## src/rtl/daf_pkg.sv

```systemverilog
`timescale 1ns/1ps
package daf_pkg;

   localparam int DAF_CRC_W = 32;

   typedef enum logic [2:0] {
      RSN_REJECT  = 3'd0,
      RSN_PROMISC = 3'd1,
      RSN_BCAST   = 3'd2,
      RSN_ALLGRP  = 3'd3,
      RSN_HASH    = 3'd4,
      RSN_STATION = 3'd5
   } daf_reason_e;

   typedef struct packed {
      logic promisc;
      logic all_group;
   } daf_mode_t;

   // One byte of CRC, bits taken least-significant first, MSB-side feedback.
   function automatic logic [DAF_CRC_W-1:0] daf_crc_byte(
      input logic [DAF_CRC_W-1:0] crc_in,
      input logic [7:0]           din,
      input logic [DAF_CRC_W-1:0] poly);
      logic [DAF_CRC_W-1:0] c;
      logic                 fb;
      c = crc_in;
      for (int i = 0; i < 8; i++) begin
         fb = c[DAF_CRC_W-1] ^ din[i];
         c  = {c[DAF_CRC_W-2:0], 1'b0} ^ (fb ? poly : '0);
      end
      return c;
   endfunction

endpackage

```

## src/rtl/daf_cfg_regs.sv

```systemverilog
`timescale 1ns/1ps
module daf_cfg_regs
   import daf_pkg::*;
#(
   parameter int CFG_DW = 32,
   parameter int CFG_AW = 3,
   parameter int STA_W  = 48,
   parameter int TBL_W  = 64
) (
   input  logic              clk,
   input  logic              rst_n,
   input  logic              cfg_we,
   input  logic [CFG_AW-1:0] cfg_addr,
   input  logic [CFG_DW-1:0] cfg_wdata,
   output logic [STA_W-1:0]  station,
   output logic [TBL_W-1:0]  table_bits,
   output daf_mode_t         mode
);
   localparam int STA_WORDS = (STA_W + CFG_DW - 1) / CFG_DW;
   localparam int TBL_WORDS = TBL_W / CFG_DW;
   localparam int TBL_BASE  = STA_WORDS;
   localparam int MODE_IDX  = TBL_BASE + TBL_WORDS;
   localparam logic [CFG_AW-1:0] MODE_ADDR = CFG_AW'(MODE_IDX);

   if (TBL_W % CFG_DW != 0) begin : g_chk_tbl
      $error("table width must be a multiple of the register width");
   end
   if (MODE_IDX >= (1 << CFG_AW)) begin : g_chk_map
      $error("register map does not fit the address width");
   end
   if (CFG_DW < 2) begin : g_chk_dw
      $error("register width too small for mode field");
   end

   // Station address words; the last word may be narrower than the bus.
   for (genvar w = 0; w < STA_WORDS; w++) begin : g_sta
      localparam int LO = w * CFG_DW;
      localparam int WW = ((STA_W - LO) < CFG_DW) ? (STA_W - LO) : CFG_DW;
      localparam logic [CFG_AW-1:0] WADDR = CFG_AW'(w);
      logic [WW-1:0] word_q;
      always_ff @(posedge clk or negedge rst_n) begin
         if (!rst_n)
            word_q <= '0;
         else if (cfg_we && cfg_addr == WADDR)
            word_q <= cfg_wdata[WW-1:0];
      end
      assign station[LO +: WW] = word_q;
   end

   // Hash table words.
   for (genvar t = 0; t < TBL_WORDS; t++) begin : g_tbl
      localparam logic [CFG_AW-1:0] TADDR = CFG_AW'(TBL_BASE + t);
      logic [CFG_DW-1:0] word_q;
      always_ff @(posedge clk or negedge rst_n) begin
         if (!rst_n)
            word_q <= '0;
         else if (cfg_we && cfg_addr == TADDR)
            word_q <= cfg_wdata;
      end
      assign table_bits[t*CFG_DW +: CFG_DW] = word_q;
   end

   // Mode: bit 1 promiscuous, bit 0 all-group.
   always_ff @(posedge clk or negedge rst_n) begin
      if (!rst_n)
         mode <= '0;
      else if (cfg_we && cfg_addr == MODE_ADDR)
         mode <= daf_mode_t'(cfg_wdata[1:0]);
   end

endmodule

```

## src/rtl/daf_addr_track.sv

```systemverilog
`timescale 1ns/1ps
module daf_addr_track
   import daf_pkg::*;
#(
   parameter int                   ADDR_BYTES = 6,
   parameter int                   HASH_BITS  = 6,
   parameter logic [DAF_CRC_W-1:0] CRC_POLY   = 32'h04C11DB7,
   localparam int                  ADDR_W     = 8 * ADDR_BYTES
) (
   input  logic                 clk,
   input  logic                 rst_n,
   input  logic                 rx_valid,
   input  logic                 rx_sof,
   input  logic [7:0]           rx_byte,
   output logic                 addr_done,
   output logic [ADDR_W-1:0]    addr_full,
   output logic [HASH_BITS-1:0] hash_idx
);
   localparam int CNT_W = $clog2(ADDR_BYTES + 1);
   localparam logic [CNT_W-1:0] IDLE = CNT_W'(ADDR_BYTES);
   localparam logic [CNT_W-1:0] LAST = CNT_W'(ADDR_BYTES - 1);

   if (ADDR_BYTES < 2) begin : g_chk_len
      $error("address must be at least two bytes");
   end
   if (HASH_BITS < 1 || HASH_BITS > DAF_CRC_W) begin : g_chk_hash
      $error("hash index width out of range");
   end

   logic [CNT_W-1:0]     cnt_q;
   logic [CNT_W-1:0]     pos;
   logic                 take;
   logic [ADDR_W-9:0]    addr_q;
   logic [ADDR_W-1:0]    addr_nx;
   logic [DAF_CRC_W-1:0] crc_q;
   logic [DAF_CRC_W-1:0] crc_seed;
   logic [DAF_CRC_W-1:0] crc_nx;

   always_comb begin
      pos       = rx_sof ? '0 : cnt_q;
      take      = rx_valid && (rx_sof || cnt_q != IDLE);
      crc_seed  = rx_sof ? '1 : crc_q;
      crc_nx    = daf_crc_byte(crc_seed, rx_byte, CRC_POLY);
      addr_nx   = {addr_q, rx_byte};
      addr_done = take && (pos == LAST);
      addr_full = addr_nx;
      hash_idx  = crc_nx[DAF_CRC_W-1 -: HASH_BITS];
   end

   always_ff @(posedge clk or negedge rst_n) begin
      if (!rst_n) begin
         cnt_q  <= IDLE;
         crc_q  <= '1;
         addr_q <= '0;
      end else if (take) begin
         cnt_q  <= pos + 1'b1;
         crc_q  <= crc_nx;
         addr_q <= addr_nx[ADDR_W-9:0];
      end
   end

endmodule

```

## src/rtl/daf_decide.sv

```systemverilog
`timescale 1ns/1ps
module daf_decide
   import daf_pkg::*;
#(
   parameter int  ADDR_W    = 48,
   parameter int  HASH_BITS = 6,
   localparam int TBL_W     = 1 << HASH_BITS
) (
   input  logic                 clk,
   input  logic                 rst_n,
   input  logic                 addr_done,
   input  logic [ADDR_W-1:0]    addr_full,
   input  logic [HASH_BITS-1:0] hash_idx,
   input  logic [ADDR_W-1:0]    station,
   input  logic [TBL_W-1:0]     table_bits,
   input  daf_mode_t            mode,
   output logic                 dec_valid,
   output logic                 dec_accept,
   output daf_reason_e          dec_reason
);
   logic        is_group;
   logic        is_bcast;
   logic        tbl_hit;
   logic        sta_hit;
   logic        acc;
   daf_reason_e rsn;

   always_comb begin
      is_group = addr_full[ADDR_W-8];
      is_bcast = &addr_full;
      tbl_hit  = table_bits[hash_idx];
      sta_hit  = (addr_full == station);
      acc      = 1'b1;
      if (mode.promisc)
         rsn = RSN_PROMISC;
      else if (is_bcast)
         rsn = RSN_BCAST;
      else if (is_group && mode.all_group)
         rsn = RSN_ALLGRP;
      else if (is_group && tbl_hit)
         rsn = RSN_HASH;
      else if (!is_group && sta_hit)
         rsn = RSN_STATION;
      else begin
         rsn = RSN_REJECT;
         acc = 1'b0;
      end
   end

   always_ff @(posedge clk or negedge rst_n) begin
      if (!rst_n) begin
         dec_valid  <= 1'b0;
         dec_accept <= 1'b0;
         dec_reason <= RSN_REJECT;
      end else begin
         dec_valid  <= addr_done;
         dec_accept <= addr_done && acc;
         dec_reason <= addr_done ? rsn : RSN_REJECT;
      end
   end

endmodule

```

## src/rtl/dest_addr_filter.sv

```systemverilog
`timescale 1ns/1ps
module dest_addr_filter
   import daf_pkg::*;
#(
   parameter int                   CFG_DW     = 32,
   parameter int                   CFG_AW     = 3,
   parameter int                   ADDR_BYTES = 6,
   parameter int                   HASH_BITS  = 6,
   parameter logic [DAF_CRC_W-1:0] CRC_POLY   = 32'h04C11DB7
) (
   input  logic              clk,
   input  logic              rst_n,
   input  logic              cfg_we,
   input  logic [CFG_AW-1:0] cfg_addr,
   input  logic [CFG_DW-1:0] cfg_wdata,
   input  logic              rx_valid,
   input  logic              rx_sof,
   input  logic [7:0]        rx_byte,
   output logic              dec_valid,
   output logic              dec_accept,
   output logic [2:0]        dec_reason
);
   localparam int ADDR_W = 8 * ADDR_BYTES;
   localparam int TBL_W  = 1 << HASH_BITS;

   logic [ADDR_W-1:0]    station;
   logic [TBL_W-1:0]     table_bits;
   daf_mode_t            cfg_mode;
   logic                 mode_promisc;
   logic                 addr_done;
   logic [ADDR_W-1:0]    addr_full;
   logic [HASH_BITS-1:0] hash_idx;
   daf_reason_e          reason_e;

   assign mode_promisc = cfg_mode.promisc;
   assign dec_reason   = reason_e;

   daf_cfg_regs #(
      .CFG_DW (CFG_DW),
      .CFG_AW (CFG_AW),
      .STA_W  (ADDR_W),
      .TBL_W  (TBL_W)
   ) u_regs (
      .clk        (clk),
      .rst_n      (rst_n),
      .cfg_we     (cfg_we),
      .cfg_addr   (cfg_addr),
      .cfg_wdata  (cfg_wdata),
      .station    (station),
      .table_bits (table_bits),
      .mode       (cfg_mode)
   );

   daf_addr_track #(
      .ADDR_BYTES (ADDR_BYTES),
      .HASH_BITS  (HASH_BITS),
      .CRC_POLY   (CRC_POLY)
   ) u_track (
      .clk       (clk),
      .rst_n     (rst_n),
      .rx_valid  (rx_valid),
      .rx_sof    (rx_sof),
      .rx_byte   (rx_byte),
      .addr_done (addr_done),
      .addr_full (addr_full),
      .hash_idx  (hash_idx)
   );

   daf_decide #(
      .ADDR_W    (ADDR_W),
      .HASH_BITS (HASH_BITS)
   ) u_decide (
      .clk        (clk),
      .rst_n      (rst_n),
      .addr_done  (addr_done),
      .addr_full  (addr_full),
      .hash_idx   (hash_idx),
      .station    (station),
      .table_bits (table_bits),
      .mode       (cfg_mode),
      .dec_valid  (dec_valid),
      .dec_accept (dec_accept),
      .dec_reason (reason_e)
   );

endmodule

```

## config.mk

```make
export PLATFORM = sky130hd
export DESIGN_NAME = dest_addr_filter
export DESIGN_NICKNAME = d
export VERILOG_FILES = /design/src/rtl/daf_pkg.sv /design/src/rtl/daf_cfg_regs.sv /design/src/rtl/daf_addr_track.sv /design/src/rtl/daf_decide.sv /design/src/rtl/dest_addr_filter.sv
export SDC_FILE = /design/constraint.sdc
export NUM_CORES = 1
export LEC_CHECK = 0
export BUFFER_PORTS_ARGS = -buffer_cell sky130_fd_sc_hd__buf_2
export CAP_MARGIN = 20
export CORE_ASPECT_RATIO = 1.4
export CORE_MARGIN = 8
export CORE_UTILIZATION = 50
export DETAILED_ROUTE_END_ITERATION = 6
export PLACE_DENSITY = 0.67
export RECOVER_POWER = 50
export SKIP_CTS_REPAIR_TIMING = 1
export SLEW_MARGIN = 25
export SYNTH_ARGS = -nofsm -noshare
export SYNTH_HDL_FRONTEND = slang
export SYNTH_SLANG_ARGS = --single-unit
```

## constraint.sdc

```tcl
create_clock -name clk -period 7.35 [get_ports clk]
set_clock_uncertainty 0.15 [all_clocks]
set_input_delay 1.47 -clock clk [delete_from_list [all_inputs] [get_ports clk]]
set_output_delay 1.47 -clock clk [all_outputs]
set_load 0.05 [all_outputs]
```

# --- After elaboration in Yosys (flattened, before gate mapping) ---
# Index checks and enable logic that the tools add are counted.
totals:
  register_bits: 194
  inputBits: 48
  word_cells: 75
classes:
  eq_ne: 7
  reduce_logical: 15
  n_bitwise: 16
  addsub: 1
  n_lt_le_gt_ge: 1
  mux: 23
op_table:
  columns: ["operator", "n"]
  rows:
  - ["bitwise XOR 32 bit", 8]
  - ["two-way mux 27 bit", 8]
  - ["== test 48 bit", 1]
  - ["AND reduction 48 bit", 1]
  - ["two-way mux 32 bit", 1]
  - ["two-way mux 3 bit", 7]
  - ["logical AND 1 bit", 11]
  - ["bitwise XOR 1 bit", 8]
  - ["< comparator 6 x 7 -> 1 bit (second input constant)", 1]
  - ["binary-select mux 1 bit (select 6 bit)", 1]
  - ["== test 3 x 2 -> 1 bit (second input constant)", 2]
  - ["== test 3 bit (second input constant)", 2]
  - ["two-way mux 1 bit", 6]
  - ["adder 3 x 1 -> 3 bit (second input constant)", 1]
  - ["== test 3 x 1 -> 1 bit (second input constant)", 1]
  - ["logical NOT 3 bit", 1]
  - ["inequality test 3 bit (second input constant)", 1]
  - ["logical NOT 1 bit", 1]
  - ["logical OR 1 bit", 1]

# --- Longest topological paths before layout ---
logic_depth:
  depth_word: 33
  mapped_depth: 11

# --- Hierarchy ---
# Synthesis repeated with hierarchy kept, for this count alone.
unflattened:
  cells_unflattened: 828
  area_unflattened_um2: 10094.7
by_module_without_submodules:
  columns: ["module", "n_inst", "cells_per_inst", "seq_area_each_um2", "area_per_inst_um2"]
  rows:
  - ["daf_addr_track", 1, 438, 1919.3, 4385.5]
  - ["daf_cfg_regs", 1, 245, 2852.7, 4302.9]
  - ["daf_decide", 1, 145, 125.1, 1406.3]

# --- Worst setup path before layout ---
# Ideal clock, no wire load.
synth_path:
  path_type: "input to register"
  from: "in rx_sof"
  to: "reg u_decide.dec_accept"
  slack_ns: 3.533
  cell_stages: 11
  arrival_ns: 3.535
  cell_sequence: "buf_2 nor2_1 mux2_4 xnor2_2 xor2_1 buf_4 mux4_2 nand3_1 nand2_1 nor4b_2 a31oi_1"
synth_between:
  elab_chain_len: 21
  elab_cells_between_ends: 38
  classes_between: "eq/ne (1); mux (16); bitwise (16); reduce/logical (5)"
synth_lines:
  columns: ["element", "line", "source"]
  rows:
  - ["start: declaration", "dest_addr_filter.sv:17", "input logic rx_sof,"]
  - ["two-way mux 32 bit", "daf_addr_track.sv:42", "crc_seed = rx_sof ? '1 : crc_q;"]
  - ["bitwise XOR 32 bit or bitwise XOR 1 bit (tied branches)", "daf_pkg.sv:30, daf_pkg.sv:29", null]
  - ["bitwise XOR 1 bit or two-way mux 27 bit (tied branches)", "daf_pkg.sv:29, daf_pkg.sv:30", null]
  - ["two-way mux 27 bit or bitwise XOR 32 bit (tied branches)", "daf_pkg.sv:30", "c = {c[DAF_CRC_W-2:0], 1'b0} ^ (fb ? poly : '0);"]
  - ["bitwise XOR 32 bit (5 in series)", "daf_pkg.sv:30", null]
  - ["bitwise XOR 32 bit or bitwise XOR 1 bit (tied branches)", "daf_pkg.sv:30, daf_pkg.sv:29", null]
  - ["bitwise XOR 1 bit or two-way mux 27 bit (tied branches)", "daf_pkg.sv:29, daf_pkg.sv:30", null]
  - ["two-way mux 27 bit or bitwise XOR 32 bit (tied branches)", "daf_pkg.sv:30", null]
  - ["bitwise XOR 32 bit", "daf_pkg.sv:30", null]
  - ["binary-select mux 1 bit (select 6 bit)", "daf_decide.sv:31", "tbl_hit = table_bits[hash_idx];"]
  - ["two-way mux 1 bit (not written as such)", "daf_decide.sv:31", null]
  - ["logical AND 1 bit", "daf_decide.sv:40", "else if (is_group && tbl_hit)"]
  - ["two-way mux 1 bit", "daf_decide.sv:40", null]
  - ["two-way mux 1 bit", "daf_decide.sv:38", "else if (is_group && mode.all_group)"]
  - ["two-way mux 1 bit", "daf_decide.sv:36", "else if (is_bcast)"]
  - ["two-way mux 1 bit", "daf_decide.sv:34", "if (mode.promisc)"]
  - ["logical AND 1 bit *", "daf_decide.sv:57", "dec_accept <= addr_done && acc;"]
  - ["end signal: assignment", "daf_decide.sv:57", null]
  - ["end: declaration", "daf_decide.sv:18", "output logic dec_accept,"]
# Mark *: on every way between the ends. The rest lies on a longest branch, timed or not. The select of a mux whose other input is x is not followed.
# A chain may end at the register's enable or synchronous reset.

==> results.md <==
- Clock Power Share: 22.3%
- Arrival @ worst endpoint: 5.22 ns
- Most Crowded Layer GR: met2
- Total power divided by cell area: 404 nW/um2
- Critical path's slowest cell: clkbuf_1
- Critical path fanouts, max: 64
- Setup crit start kind: input port
- Post-synthesis simple-gate area fraction: 11.7%
- Met3 Use GR: 4.13%
- CP cell instances: clkbuf_1, clkbuf_2
- Violated checks: max-capacitance violations, max-slew violations
- Leak: 4.62 nW
- Total number of vias: 6332
- DR vias/cell: 5.52
- Sw Ratio: 37.2%
- Layout cell share with drive strength beyond 1: 29.1%
- Post-Synth Adder-Cell Area: 0.260%
- Complex-gate fraction of the synthesized area: 3.84%
- Syn Inst Count: 851
- Slew margin rel.: -114%
- RSZ-0062 raised after global routing: no
- Gate power share: 40.1%
- Final HPWL DP: 17500 um
- Total gr overflow: 0
- Initial antenna violation count: 0
- Critical path required time: 7.47 ns
- Slowest cell delay on critical path: 2.21 ns
- Mux cell area share after synthesis: 17.0%
- Vias in the first global route: 6800
- Mapped Avg Cell Area: 11.3 um2
- Met2 GRT Util: 36.0%
- Drt total wl: 23700 um
- Final Hold Vio Count: 0
- GP Congestion: 0.932
- Setup Crit Path Kind: in -> async
- Longest Clk Path Bufs: 2
- Post-synth EDFFs: 0
- DIE HEIGHT: 180 um
- CTS tree: done
- Final setup fails: 0
- Area delta synth->final: 11.4%
- Hold WC Path Type: reg -> reg
- Most used DFF post-synth: dfrtp_1
- Net count, final: 937
- Status: finished with violations
- Setup TNS: 0 ns
- CP Capture Type: async pin
- Yosys top cell area share: 41.7%
- Global-route wire length before repair: 38400 um
- Seq pwr share: 37.6%
- Synth area leader: dfrtp_1
- Main combinational cell family by area after synthesis: multiplexers
- Core area: 19100 um2
- Crit-path leading delay family: buffers and inverters
- Asr flop ratio synth: 100%
- Yosys warns: 0
- Initial drt markers: 356
- Slew @ Worst Pin: 3.21 ns
- Clock latency on the worst-skew pair: 0.43 ns
- CTS sink cnt: 194
- H-tree depth: 4
- Area contributors post-synth: dfrtp_1 (42%), mux2_2 (14%), dfstp_2 (9.3%)
- Final min period: 5.10 ns
- Fin util: 56.2%
- CTS Buf Count: 17
- Largest net degree at the start of global routing: 75
- Number of remaining DRC errors: 0
- Die area: 24000 um2
- Max cap viols: 4
- Clock-pin slew on the worst setup and hold paths: 0.07 ns
- Top post-synthesis cells by count: nand2_1 (162), dfrtp_1 (160), mux2_2 (116)
- Gr usage total: 20.9%
- Port buffer count: 52
- Top Ports: 53
- Post-Syn Nets: 901
- Cell Int Power: 0.00272 W
- Post-synthesis xor/xnor area fraction: 13.4%
- Final Max Tran Viols: 193
- Yosys reg bits: 194
- Die W: 133 um
- Antenna Cells: 0
- Post-synthesis sequential area ratio: 51.0%
- VDD IR max: 0.207 mV
- Clk root buf: clkbuf_16
- Grt met1 use: 24.5%
- Post-DRT Antenna Nets: 0
- Mapped Area: 9610 um2
- Worst Path Buf+Inv: 2
- Site row count: 60
- Overall Power: 0.00432 W
- Highest clock rate: 196 MHz
- Switching power: 0.00161 W
- DRT Pass-1 Iters: 6
- Synth cell types: 50
- Most frequent cell after synthesis: nand2_1
- Starting density of the core: 50.4%
- Tcrit/Tclk final: 69.4%
- Wire length per cell: 20.7 um
==> stage by stage <==
stage / cells / hold slack [ns] / instance area, um2 / setup WS (ns)
floorplan: 851 / 0.289 / 9610 / 3.53
global placement: 1114 / 0.297 / 10100 / 2.24
detailed placement: 1115 / 0.304 / 10100 / 2.21
CTS: 1147 / 0.316 / 10700 / 2.69
global route: 1148 / 0.340 / 10700 / 1.45
finish: 1148 / 0.313 / 10700 / 2.25
==> sequential cells by signal (all words and copies together) (netlist names) <==
register,cells
u_track.crc_q,32
u_decide.dec_accept,1
u_regs.g_sta.word_q,48
u_decide.dec_valid,1
u_track.cnt_q,3
u_decide.dec_reason,3
u_regs.g_tbl.word_q,64
u_track.addr_q,40
u_regs.mode,2
==> area by class of cell <==
type / instances / area, um2
multi-input cells: 599 / 4470
fillers: 1647 / 8360
clock inverters: 14 / 185
clock buffers: 18 / 439
inverters: 12 / 45.0
well taps: 248 / 310
flip-flops and latches: 194 / 4900
repair buffers: 63 / 367
==> placed cells by master, fill, tap and decap left out, types with 11 or more instances in the layout <==
cell type,n
nand2_1,162
dfrtp_1,160
mux2_2,116
xnor2_1,85
buf_2,50
xor2_1,44
nor2_1,42
o21ai_0,41
dfstp_2,34
nand4_1,21
clkbuf_16,17
inv_1,12
nor4_1,11
==> cells by family (layout without fill, tap and decap cells) <==
logic type / Yosys count / count (layout)
xor+xnor: 138 / 138
simple gates: 260 / 260
fa+ha+maj: 2 / 2
flops: 194 / 194
compound gates: 64 / 64
buf+inv: 58 / 107
mux: 135 / 135
==> metal layers <==
| metal | share of wire [%] | up-vias |
|---|---|---|
| met2 | 52 | 151 |
| li1 | - | 2948 |
| met1 | 40 | 3184 |
| met3 | 4.0 | 49 |
| met4 | 3.9 | 0 |
| met5 | 0 | - |
==> power by group through the flow <==
| stage | logic [W] | registers [W] | clock network (W) |
|---|---|---|---|
| finish | 0.00173 | 0.00163 | 0.000963 |
| global route | 0.00189 | 0.00166 | 0.00102 |
| CTS | 0.00174 | 0.00163 | 0.000981 |
| detailed placement | 0.00173 | 0.00165 | 0 |
| global placement | 0.00171 | 0.00164 | 0 |
| floorplan | 0.00139 | 0.00154 | 0 |
==> worst paths after layout <==
kind,from,end,slack (ns),cells past startpoint
max,rst_n,u_regs.g_tbl[0].word_q[22]$_DFFE_PN0P_,2.25,2
min,u_track.crc_q[3]$_DFFE_PN1P_,u_track.crc_q[3]$_DFFE_PN1P_,0.31,2
max reg2reg,u_track.crc_q[31]$_DFFE_PN1P_,u_decide.dec_accept$_DFF_PN0_,3.86,9
min reg2reg,u_track.crc_q[3]$_DFFE_PN1P_,u_track.crc_q[3]$_DFFE_PN1P_,0.31,2
max in group clk,rx_sof,u_decide.dec_accept$_DFF_PN0_,2.93,10
min in group asynchronous,rst_n,u_track.addr_q[3]$_DFFE_PN0P_,1.96,1
==> tightest hold or removal path, stage by stage, from the launching register on <==
cell,delay [ns]
dfstp_2,0.37
nand2_1,0.05
nand2_1,0.05
Note: power is estimated with default switching activity, not from simulation.
